**src/rtl/bmode_pkg.sv**
```systemverilog
package bmode_pkg;

    localparam int CTRL_W = 8;

    // Writable in any mode: power-down request and coefficient reset request
    localparam logic [CTRL_W-1:0] FREE_MASK = 8'b1100_0000;
    // Writable only outside run mode: codec/clock/port configuration and operate
    localparam logic [CTRL_W-1:0] CFG_MASK  = 8'b0011_1110;

    typedef enum logic [1:0] {
        MODE_PDN  = 2'd0,
        MODE_INIT = 2'd1,
        MODE_RUN  = 2'd2
    } mode_e;

    typedef struct packed {
        logic pdn;        // bit 7
        logic crst;       // bit 6
        logic codec_off;  // bit 5
        logic clk_off;    // bit 4
        logic line_off;   // bit 3
        logic aux_off;    // bit 2
        logic oper;       // bit 1
        logic rsvd;       // bit 0, always 0
    } ctrl_t;

    function automatic ctrl_t merge_write(ctrl_t cur, logic [CTRL_W-1:0] wd,
                                          logic cfg_open);
        logic [CTRL_W-1:0] mask;
        mask = FREE_MASK | (cfg_open ? CFG_MASK : '0);
        return ctrl_t'((cur & ~mask) | (wd & mask));
    endfunction

endpackage

```
**src/rtl/bmode_regfile.sv**
```systemverilog
module bmode_regfile
    import bmode_pkg::*;
(
    input  logic              clk,
    input  logic              rst,
    input  logic              pin_pd,
    input  logic              host_we,
    input  logic [CTRL_W-1:0] host_wdata,
    output ctrl_t             ctrl_q,
    output mode_e             mode_q,
    output logic              pd_eff,
    output logic              clr_pulse
);

    logic entry;
    logic cfg_open;

    always_comb begin
        pd_eff   = ctrl_q.pdn | pin_pd;
        entry    = pd_eff && (mode_q != MODE_PDN);
        cfg_open = (mode_q != MODE_RUN);
    end

    always_ff @(posedge clk) begin
        if (rst) begin
            ctrl_q    <= '0;
            mode_q    <= MODE_PDN;
            clr_pulse <= 1'b0;
        end else begin
            clr_pulse <= entry;

            if (pin_pd) begin
                ctrl_q <= '0;
            end else if (entry) begin
                ctrl_q      <= '0;
                ctrl_q.pdn  <= ctrl_q.pdn;
            end else if (host_we) begin
                ctrl_q <= merge_write(ctrl_q, host_wdata, cfg_open);
            end

            if (pd_eff) begin
                mode_q <= MODE_PDN;
            end else begin
                case (mode_q)
                    MODE_PDN:  mode_q <= MODE_INIT;
                    MODE_INIT: if (ctrl_q.oper) mode_q <= MODE_RUN;
                    MODE_RUN:  mode_q <= MODE_RUN;
                    default:   mode_q <= MODE_PDN;
                endcase
            end
        end
    end

endmodule

```
**src/rtl/bmode_crst_sampler.sv**
```systemverilog
module bmode_crst_sampler (
    input  logic clk,
    input  logic rst,
    input  logic frame_sync,
    input  logic req,
    output logic coef_rst
);

    logic fs_prev;
    logic fs_rise;

    assign fs_rise = frame_sync & ~fs_prev;

    always_ff @(posedge clk) begin
        fs_prev <= frame_sync;
    end

    always_ff @(posedge clk) begin
        if (rst)          coef_rst <= 1'b0;
        else if (fs_rise) coef_rst <= req;
    end

endmodule

```
**src/rtl/bmode_port_gate.sv**
```systemverilog
module bmode_port_gate #(
    parameter int W = 8
) (
    input  logic         off,
    input  logic [W-1:0] din,
    output logic         oe,
    output logic [W-1:0] dout
);

    localparam logic [W-1:0] IDLE = {W{1'b1}};

    always_comb begin
        oe   = ~off;
        dout = off ? IDLE : din;
    end

endmodule

```
**src/rtl/bmode_ctl_reg.sv**
```systemverilog
module bmode_ctl_reg
    import bmode_pkg::*;
#(
    parameter int SAMPLE_W = 8
) (
    input  logic                clk,
    input  logic                rst,
    input  logic                hw_pdn_n,
    input  logic                hw_crst_n,
    input  logic                host_we,
    input  logic [7:0]          host_wdata,
    output logic [7:0]          host_rdata,
    input  logic                frame_sync,
    input  logic                codec_pd_pin,
    input  logic                clk_sel,
    input  logic [SAMPLE_W-1:0] codec_in,
    input  logic [SAMPLE_W-1:0] pcm_line_in,
    input  logic [SAMPLE_W-1:0] pcm_aux_in,
    output logic [1:0]          mode_state,
    output logic                pdn_active,
    output logic                coef_clr,
    output logic                coef_rst,
    output logic                audio_mute,
    output logic                codec_pd,
    output logic                codec_out_oe,
    output logic [SAMPLE_W-1:0] codec_rx,
    output logic                clk_out_oe,
    output logic                pcm_line_oe,
    output logic                pcm_aux_oe,
    output logic [SAMPLE_W-1:0] pcm_line_rx,
    output logic [SAMPLE_W-1:0] pcm_aux_rx
);

    localparam int NUM_PCM = 2;

    ctrl_t ctrl_q;
    mode_e mode_q;
    logic  pd_eff;

    bmode_regfile u_regs (
        .clk        (clk),
        .rst        (rst),
        .pin_pd     (~hw_pdn_n),
        .host_we    (host_we),
        .host_wdata (host_wdata),
        .ctrl_q     (ctrl_q),
        .mode_q     (mode_q),
        .pd_eff     (pd_eff),
        .clr_pulse  (coef_clr)
    );

    bmode_crst_sampler u_crst (
        .clk        (clk),
        .rst        (rst),
        .frame_sync (frame_sync),
        .req        (ctrl_q.crst | ~hw_crst_n),
        .coef_rst   (coef_rst)
    );

    always_comb begin
        host_rdata = ctrl_q;
        mode_state = mode_q;
        pdn_active = (mode_q == MODE_PDN);
        audio_mute = coef_rst | pd_eff;
        codec_pd   = ctrl_q.codec_off | codec_pd_pin | pd_eff;
        clk_out_oe = ~clk_sel & ~ctrl_q.clk_off;
    end

    bmode_port_gate #(.W(SAMPLE_W)) u_codec_gate (
        .off  (codec_pd),
        .din  (codec_in),
        .oe   (codec_out_oe),
        .dout (codec_rx)
    );

    logic [NUM_PCM-1:0]  pcm_off;
    logic [NUM_PCM-1:0]  pcm_oe;
    logic [SAMPLE_W-1:0] pcm_din  [NUM_PCM];
    logic [SAMPLE_W-1:0] pcm_dout [NUM_PCM];

    assign pcm_off    = {ctrl_q.aux_off, ctrl_q.line_off};
    assign pcm_din[0] = pcm_line_in;
    assign pcm_din[1] = pcm_aux_in;

    generate
        for (genvar p = 0; p < NUM_PCM; p++) begin : g_pcm
            bmode_port_gate #(.W(SAMPLE_W)) u_gate (
                .off  (pcm_off[p]),
                .din  (pcm_din[p]),
                .oe   (pcm_oe[p]),
                .dout (pcm_dout[p])
            );
        end
    endgenerate

    assign pcm_line_oe = pcm_oe[0];
    assign pcm_aux_oe  = pcm_oe[1];
    assign pcm_line_rx = pcm_dout[0];
    assign pcm_aux_rx  = pcm_dout[1];

endmodule

```
**config.mk**
```make
export PLATFORM = sky130hd
export DESIGN_NAME = bmode_ctl_reg
export DESIGN_NICKNAME = d
export VERILOG_FILES = /design/src/rtl/bmode_pkg.sv /design/src/rtl/bmode_regfile.sv /design/src/rtl/bmode_crst_sampler.sv /design/src/rtl/bmode_port_gate.sv /design/src/rtl/bmode_ctl_reg.sv
export SDC_FILE = /design/constraint.sdc
export NUM_CORES = 1
export LEC_CHECK = 0
export ABC_AREA = 0
export BUFFER_PORTS_ARGS = -buffer_cell sky130_fd_sc_hd__buf_2
export CAP_MARGIN = 10
export CORE_ASPECT_RATIO = 0.75
export CORE_MARGIN = 3
export CORE_UTILIZATION = 32
export DETAILED_ROUTE_END_ITERATION = 6
export PLACE_DENSITY = 0.74
export SYNTH_ARGS = -nofsm -noshare
export SYNTH_HDL_FRONTEND = slang
export SYNTH_SLANG_ARGS = --single-unit
```
**constraint.sdc**
```tcl
create_clock -name clk -period 1.6 [get_ports clk]
set_input_delay 0.08 -clock clk [delete_from_list [all_inputs] [get_ports clk]]
set_output_delay 0.08 -clock clk [all_outputs]
set_load 0.02 [all_outputs]
```
* Word level (Yosys, flattened, before mapping) *
Cells that the tools add are included.

storage, ports and cells
  register bits = 13
  input bits = 40
  output and inout port bits = 43
  word-level logic and storage cells = 49

cells by class
  equality and inequality tests = 4
  muxes and demuxes = 6
  bitwise operators = 20
  reductions and logical operators = 7

operator list
  cell                number
  $mux 8              3
  $and 8x8->8         2
  $not 1->1           9
  $not 8->8           1
  $or 8x8->8          1
  $mux 6              1
  $pmux 2 s3          1
  $or 1x1->1          5
  $reduce_or 2->1     2
  $reduce_or 3->1     1
  $and 1x1->1         2
  $eq 2x1->1 const B  1
  $eq 2x2->1 const B  1
  $logic_not 2->1     1
  $mux 2              1
  $ne 2x1->1 const B  1
  $ne 2x2->1 const B  1
  $reduce_and 2->1    1
  $reduce_bool 2->1   1
  $logic_and 1x1->1   1

* Longest topological paths before layout *
Gate-level depths: netlist (run 1).

  depth after elaboration = 5
  mapped depth = 6
  depth with buffers taken out = 5

* Cells and area by module *
From an unflattened synthesis (run 1), not the netlist that was laid out.

second synthesis, totals
  cell total of the unflattened synthesis = 83
  area, all modules = 698.2 sq um

modules (own cells, without submodules)
  module              instances  cells each  area an instance (sq um)  seq. area each (sq um)
  bmode_regfile       1          44          436.7                     200.2
  bmode_port_gate     3          9           53.8                      0.0
  bmode_crst_sampler  1          6           70.1                      40.0
  bmode_ctl_reg       1          6           30.0                      0.0

* Least setup slack after synthesis (run 1) *
No wires, ideal clock.

  path kind = register -> register
  start = register u_regs.mode_q[0]
  end = register with a tool-made name
  library setup time = 121 ps
  arrival time = 1260 ps
  required time = 1479 ps
  slack = 219 ps
  cell stages (with the launch flop) = 6
  clock period less this slack = 1381 ps
  path through = dfxtp_1 > inv_1 > ha_1 > nand2b_1 > nand3b_1 > nor2_1

RTL lines
  what                    RTL line             text
  start, declared         bmode_regfile.sv:10  output mode_e mode_q,
  start signal, assigned  bmode_regfile.sv:27  mode_q <= MODE_PDN;
  start signal, assigned  bmode_regfile.sv:42  mode_q <= MODE_PDN;
  start signal, assigned  bmode_regfile.sv:45  MODE_PDN: mode_q <= MODE_INIT;

* Worst setup path after layout (run 1) *
  start = register u_regs.ctrl_q[7] (netlist name)
  end = output codec_rx[0]

between the ends
  word-level cells in the longest chain between the ends = 3

ends and longest elaborated chain
  what           RTL line               text
  $or 1x1->1     bmode_regfile.sv:19    pd_eff = ctrl_q.pdn | pin_pd;
  $or 1x1->1     bmode_ctl_reg.sv:65    codec_pd = ctrl_q.codec_off | codec_pd_pin | pd_eff;
  $mux 8         bmode_port_gate.sv:14  dout = off ? IDLE : din;
  end, declared  bmode_ctl_reg.sv:26    output logic [SAMPLE_W-1:0] codec_rx,

No other way between the ends.

==> impl_metrics.py, run 1 <==
metrics = {
    "outcome": {
        "status": "complete, no violations",
    },
    "drt": {
        "antenna_left": 0,
        "initialDrtViolationCount": 21,
        "routed-via-count": 797,
        "viasPerCell": 4.28,
        "wl_um": 2120,
        "drcViolationCount": 0,
        "drt_pre_antenna_iters": 4,
        "wl_per_cell_um": 11.4,
    },
    "synthesis": {
        "synthMuxAreaShare_pct": 11.2,
        "yosysWarnings": 0,
        "yosysSeqAreaShare_pct": 33.6,
        "synth_top_family_by_area": "simple AND/OR/NAND/NOR gates",
        "synth_compound_area_share_pct": 1.75,
        "yosysUniqueCellTypes": 20,
        "netlist_instances": 81,
        "ys_ff_latch": 12,
        "avgSynthCellArea_um2": 8.82,
        "synthAdderAreaFrac_pct": 5.25,
        "syn_area_um2": 714,
        "synth_top_area_share_pct": 33.6,
        "synthTopCellsByArea": "dfxtp_1, or2_2, mux2i_1",
        "synth-xor-area-share_pct": 0,
        "syn-num-nets": 124,
        "yosysTopAreaCell": "dfxtp_1",
        "synthSimpleGateAreaFrac_pct": 39.8,
    },
    "power": {
        "p_total_mw": 0.842,
        "pwr_density_cell_mw_per_mm2": 728,
        "p_clk_share_pct": 29.4,
        "p_leak_nw": 0.640,
        "ir_drop_mv": 0.274,
        "power.internal_mw": 0.572,
        "switching_share_pct": 32.1,
        "p_comb_share_pct": 32.1,
        "seq_power_share_pct": 38.5,
        "p_sw_mw": 0.271,
    },
    "layout": {
        "multi_input_area_um2": 418,
        "seqCellArea_um2": 240,
        "layout.nets": 206,
        "drive_above_1_share_pct": 63.6,
        "antennaDiodeCount": 0,
        "fill_cells": 198,
        "syn2layout_area_growth_pct": 62.0,
    },
    "floorplanning": {
        "num_rows": 14,
        "start_util_pct": 34.6,
        "fp.coreArea_mm2": 0.00207,
        "dieArea_mm2": 0.00284,
        "die_w_um": 60.6,
        "boundaryPins": 83,
        "die_y_um": 46.9,
    },
    "clocking": {
        "cts_resized": 0,
        "worst_skew_pair.late_latency_ns": 0.28,
        "clockRootBuffer": "clkbuf_4",
        "clk_path_buf_depth": 2,
        "cts_buffers": 3,
        "cts_tree": "built",
        "clk_pin_slew_ns": 0.08,
        "htree_levels": 1,
        "clock-sinks": 12,
    },
    "grt": {
        "grt-ovfl-total": 0,
        "track_usage_pct": 14.6,
        "grt_first_pass_wirelength_um": 3040,
        "grt_max_degree": 12,
        "antenna_found_initial": 0,
        "grt_pass1_vias": 684,
    },
    "timing": {
        "finalHoldViolCount": 0,
        "fin_worst_skew_ns": 0.00403,
        "finalWorstSetupSlack_ns": 0.163,
        "rsz0062_at_grt": "no",
        "finalSetupViolCount": 0,
        "finalCritPeriodShare_pct": 89.8,
        "maxSlewViolCount": 0,
        "period_minus_slack_ns": 1.44,
        "setup_tns_ns": 0,
        "timing.fmax_ghz": 0.696,
    },
    "worst_setup_path": {
        "critPathBufInv": 1,
        "cpMaxStageDelayCell": "dfxtp_1",
        "crit_path_end_kind": "primary output",
        "crit_chain": "nand2b_4 > nor3_4 > nand2b_1 > buf_2",
        "cp.required_ns": 1.52,
        "path_class": "reg -> out",
        "critPathTopFamily": "simple AND/OR/NAND/NOR gates",
        "critPathLaunchType": "flip-flop",
        "path_max_fanout": 10,
        "critical_path_arrival_ns": 1.36,
        "cp_slowest_stage_delay_ns": 0.34,
    },
    "placed_design": {
        "gp_congestion": 0.637,
        "numPortBuffers": 80,
        "pre_cts_ws_ns": 0.179,
        "dp_hpwl_um": 1770,
    },
    "hold_path": {
        "worstHoldPathType": "in -> reg",
    },
    "job": {
        "maxCapViolCount": 0,
    },
}
cell type report:
| class | instances | share of cell area [%] |
|---|---|---|
| Multi-Input combinational cell | 59 | 36.1 |
| Timing Repair Buffer | 81 | 35.5 |
| Sequential cell | 12 | 20.8 |
| Clock buffer | 4 | 3.14 |
| Tap cell | 24 | 2.59 |
| Inverter | 6 | 1.95 |
path summary, 6_finish.rpt:
path	start	to	slack, ns	cells past startpoint
max	u_regs.ctrl_q[7]	codec_rx[0]	0.16	4
min	host_wdata[2]	flip-flop	0.04	3
max reg2reg	u_regs.mode_q[0]	flip-flop	0.17	5
min reg2reg	flip-flop	flip-flop	0.53	2
kinds of logic after synthesis:
| kind of cell | count (synthesis) |
|---|---|
| multiplexers | 8 |
| other | 1 |
| flip-flops | 12 |
| AND/OR/NAND/NOR | 45 |
| AO/OA/AOI/OAI | 2 |
| buffers and inverters | 10 |
| adder cells (fa/ha/maj) | 3 |
cells in the mapped netlist:
cell,n
nand2b_1,10
nand3b_1,1
mux2i_1,8
dfxtp_1,12
buf_4,3
a21oi_1,1
conb_1,1
nand2_1,1
nor4bb_1,1
or2_2,17
a22oi_1,1
nor2_1,7
nor3_4,1
buf_6,1
inv_1,6
nor3b_1,2
and2b_1,1
nor3_1,3
ha_1,3
nand2b_4,1
stage by stage:
stage | utilization [%] | cells | hold WS (ns) | cell area, µm²
after floorplan | - | 81 | 0.108 | 714
after global placement | 53.8 | 181 | 0.206 | 1110
after detailed placement | 53.8 | 181 | 0.216 | 1110
after CTS | 56.0 | 186 | 0.0308 | 1160
after global routing | 56.0 | 186 | 0.0299 | 1160
final | 56.0 | 186 | 0.0352 | 1160
worst register-to-register path, cell delays in order, from the launching register on:
cell and delay, ns:
dfxtp_1 0.40, inv_1 0.09, ha_1 0.19, and2b_1 0.35
mux2i_1 0.24, nor2_1 0.05
power groups by stage:
stage | combinational, mW | sequential [mW] | clock [mW]
3_3_place_gp | 0.267 | 0.329 | 0
4_1_cts | 0.274 | 0.323 | 0.252
2_1_floorplan | 0.158 | 0.341 | 0
6_report | 0.271 | 0.324 | 0.247
3_5_place_dp | 0.271 | 0.331 | 0
5_1_grt | 0.297 | 0.327 | 0.270
metal layers:
layer	up-vias	routed length [µm]	global-route usage, %	part of all wire [%]
met1	334	810	15.5	38
li1	417	-	-	-
met2	41	1050	28.4	49
met4	0	44	7.79	2.1
met3	5	216	1.92	10
met5	-	0	0	0
cell usage in the layout (no fill, tap or decap):
cell type       n
a22oi_1         1
mux2i_1         8
clkbuf_8        1
buf_2          80
nand3b_1        1
nor2_1          7
a21oi_1         1
ha_1            3
or2_2          17
dlygate4sd3_1   1
conb_1          1
and2b_1         1
nor3b_1         2
nor3_4          1
inv_1           6
dfxtp_1        12
nor4bb_1        1
clkbuf_4        3
nand2b_4        1
nor3_1          3
nand2_1         1
nand2b_1       10
repair_timing:
action,4_1_cts,5_1_grt
hold buffers,1,0
endpoints found under the setup margin,0,0
endpoints found under the hold margin,1,0
setup buffers,0,0
No activity file was read; power rests on OpenSTA's default activity.
==> run 2, diff against run 1 <==
- CORE_UTILIZATION: 32 -> 36
- CTS_BUF_LIST: unset -> sky130_fd_sc_hd__clkbuf_8
- PLACE_DENSITY: 0.74 -> 0.82
- SKIP_LAST_GASP: unset -> 1
- clock period: 1.6 -> 1.69 ns (I/O delays scaled with it)
==> impl_metrics.py, run 2 (same netlist as run 1, synthesis figures left out) <==
metrics = {
    "outcome": {
        "status": "complete, no violations",
    },
    "hold_path": {
        "worstHoldPathType": "in -> reg",
        "hold_depth": 3,
        "hold_start": "host_wdata[2]",
    },
    "worst_setup_path": {
        "crit_path_end_kind": "primary output",
        "critical_path_arrival_ns": 1.30,
        "reg2reg_from": "u_regs.mode_q[0]",
        "crit_chain": "nand2b_4 > nor3_4 > nand2b_1 > buf_2",
        "critPathBufInv": 1,
        "cp.required_ns": 1.61,
        "cp_slowest_stage_delay_ns": 0.33,
        "worst-r2r-cell-count": 5,
        "critPathLaunchType": "flip-flop",
        "cpMaxStageDelayCell": "dfxtp_1",
        "reg2reg_slack_ns": 0.34,
        "critPathTopFamily": "simple AND/OR/NAND/NOR gates",
        "path_max_fanout": 10,
        "path_class": "reg -> out",
    },
    "placed_design": {
        "numPortBuffers": 80,
        "gp_congestion": 0.724,
        "dp_hpwl_um": 1790,
    },
    "timing": {
        "fin_worst_skew_ns": 0.00247,
        "finalSetupViolCount": 0,
        "rsz0062_at_grt": "no",
        "maxSlewViolCount": 0,
        "timing.fmax_ghz": 0.723,
        "setup_tns_ns": 0,
        "finalHoldViolCount": 0,
        "finalCritPeriodShare_pct": 81.8,
        "period_minus_slack_ns": 1.38,
    },
    "grt": {
        "grt-ovfl-total": 0,
        "track_usage_pct": 15.7,
        "grt_max_degree": 12,
        "antenna_found_initial": 0,
        "grt_pass1_vias": 718,
        "grt_first_pass_wirelength_um": 3120,
    },
    "power": {
        "p_leak_nw": 0.648,
        "pwr_density_cell_mw_per_mm2": 745,
        "p_total_mw": 0.874,
        "power.internal_mw": 0.617,
        "switching_share_pct": 29.4,
        "p_clk_share_pct": 35.6,
        "p_sw_mw": 0.257,
        "ir_drop_mv": 0.650,
        "seq_power_share_pct": 35.1,
        "p_comb_share_pct": 29.3,
    },
    "clocking": {
        "cts_tree": "built",
        "clock-sinks": 12,
        "clk_path_buf_depth": 2,
        "clockRootBuffer": "clkbuf_8",
        "clk_pin_slew_ns": 0.05,
        "postCtsSetupRepairBufs": 0,
        "worst_skew_pair.late_latency_ns": 0.24,
        "cts_resized": 0,
        "htree_levels": 1,
        "ctsHoldBuffers": 1,
        "cts_buffers": 3,
    },
    "layout": {
        "syn2layout_area_growth_pct": 64.3,
        "layout.nets": 206,
        "final_common_cell": "buf_2",
        "fill_cells": 156,
        "antennaDiodeCount": 0,
        "final_cell_mix": "buf_2, or2_2, dfxtp_1, nand2b_1, mux2i_1",
        "drive_above_1_share_pct": 63.6,
    },
    "drt": {
        "viasPerCell": 4.45,
        "initialDrtViolationCount": 13,
        "drcViolationCount": 0,
        "drt_pre_antenna_iters": 4,
        "antenna_left": 0,
        "wl_um": 2070,
        "routed-via-count": 819,
        "wl_per_cell_um": 11.3,
    },
    "floorplanning": {
        "fp.coreArea_mm2": 0.00181,
        "dieArea_mm2": 0.00256,
        "boundaryPins": 83,
        "start_util_pct": 39.6,
        "num_rows": 13,
        "die_y_um": 44.6,
        "die_w_um": 57.4,
    },
    "job": {
        "maxCapViolCount": 0,
    },
}
==> run 2: per-layer routing <==
layer | wire length [µm] | vias up | GRT usage [%]
met5 | 0 | - | 0
met4 | 12 | 0 | 4.17
met3 | 279 | 4 | 6.41
met2 | 990 | 49 | 27.9
met1 | 790 | 349 | 17.4
li1 | - | 417 | -
==> run 2: metrics by stage <==
stage          std cells  setup WS, ns  hold slack [ns]  utilization, %  area [µm²]
2_1_floorplan         81         0.309            0.112               -         714
3_3_place_gp         179         0.369            0.209            61.4        1110
3_5_place_dp         179         0.321            0.214            61.4        1110
4_1_cts              184         0.297           0.0780            65.0        1170
5_1_grt              184         0.171           0.0816            65.0        1170
6_report             184         0.307           0.0778            65.0        1170
==> run 2: worst max-delay path by stage <==
| stage | slack (ns) | from | endpoint | cells past startpoint |
|---|---|---|---|---|
| finish | 0.31 | u_regs.ctrl_q[7] | codec_rx[3] | 4 |
| global route | 0.17 | u_regs.mode_q[0] | flip-flop | 5 |
| global placement | 0.37 | u_regs.mode_q[0] | flip-flop | 5 |
| CTS | 0.30 | u_regs.ctrl_q[7] | codec_rx[3] | 4 |
| detailed placement | 0.32 | u_regs.mode_q[0] | flip-flop | 5 |
| floorplan | 0.31 | u_regs.mode_q[0] | flip-flop | 5 |
==> run 2: tightest hold or removal path: stages <==
cell     delay [ns]
buf_2          0.07
mux2i_1        0.05
nor2_1         0.07
==> run 2: area by class of cell <==
class                   count  area (µm²)  share of cell area (%)
repair buffers             81         410                    35.0
inverters                   6        22.5                    1.92
clock buffers               4        55.1                    4.69
flip-flops and latches     12         240                    20.5
multi-input cells          59         418                    35.6
well taps                  22        27.5                    2.35
==> run 2: power groups by stage <==
| stage | Clock [mW] | Combinational, mW | Sequential (mW) |
|---|---|---|---|
| 2_1_floorplan | 0 | 0.150 | 0.323 |
| 3_3_place_gp | 0 | 0.253 | 0.312 |
| 6_report | 0.311 | 0.256 | 0.307 |
| 4_1_cts | 0.320 | 0.259 | 0.307 |
| 3_5_place_dp | 0 | 0.257 | 0.313 |
| 5_1_grt | 0.331 | 0.276 | 0.310 |
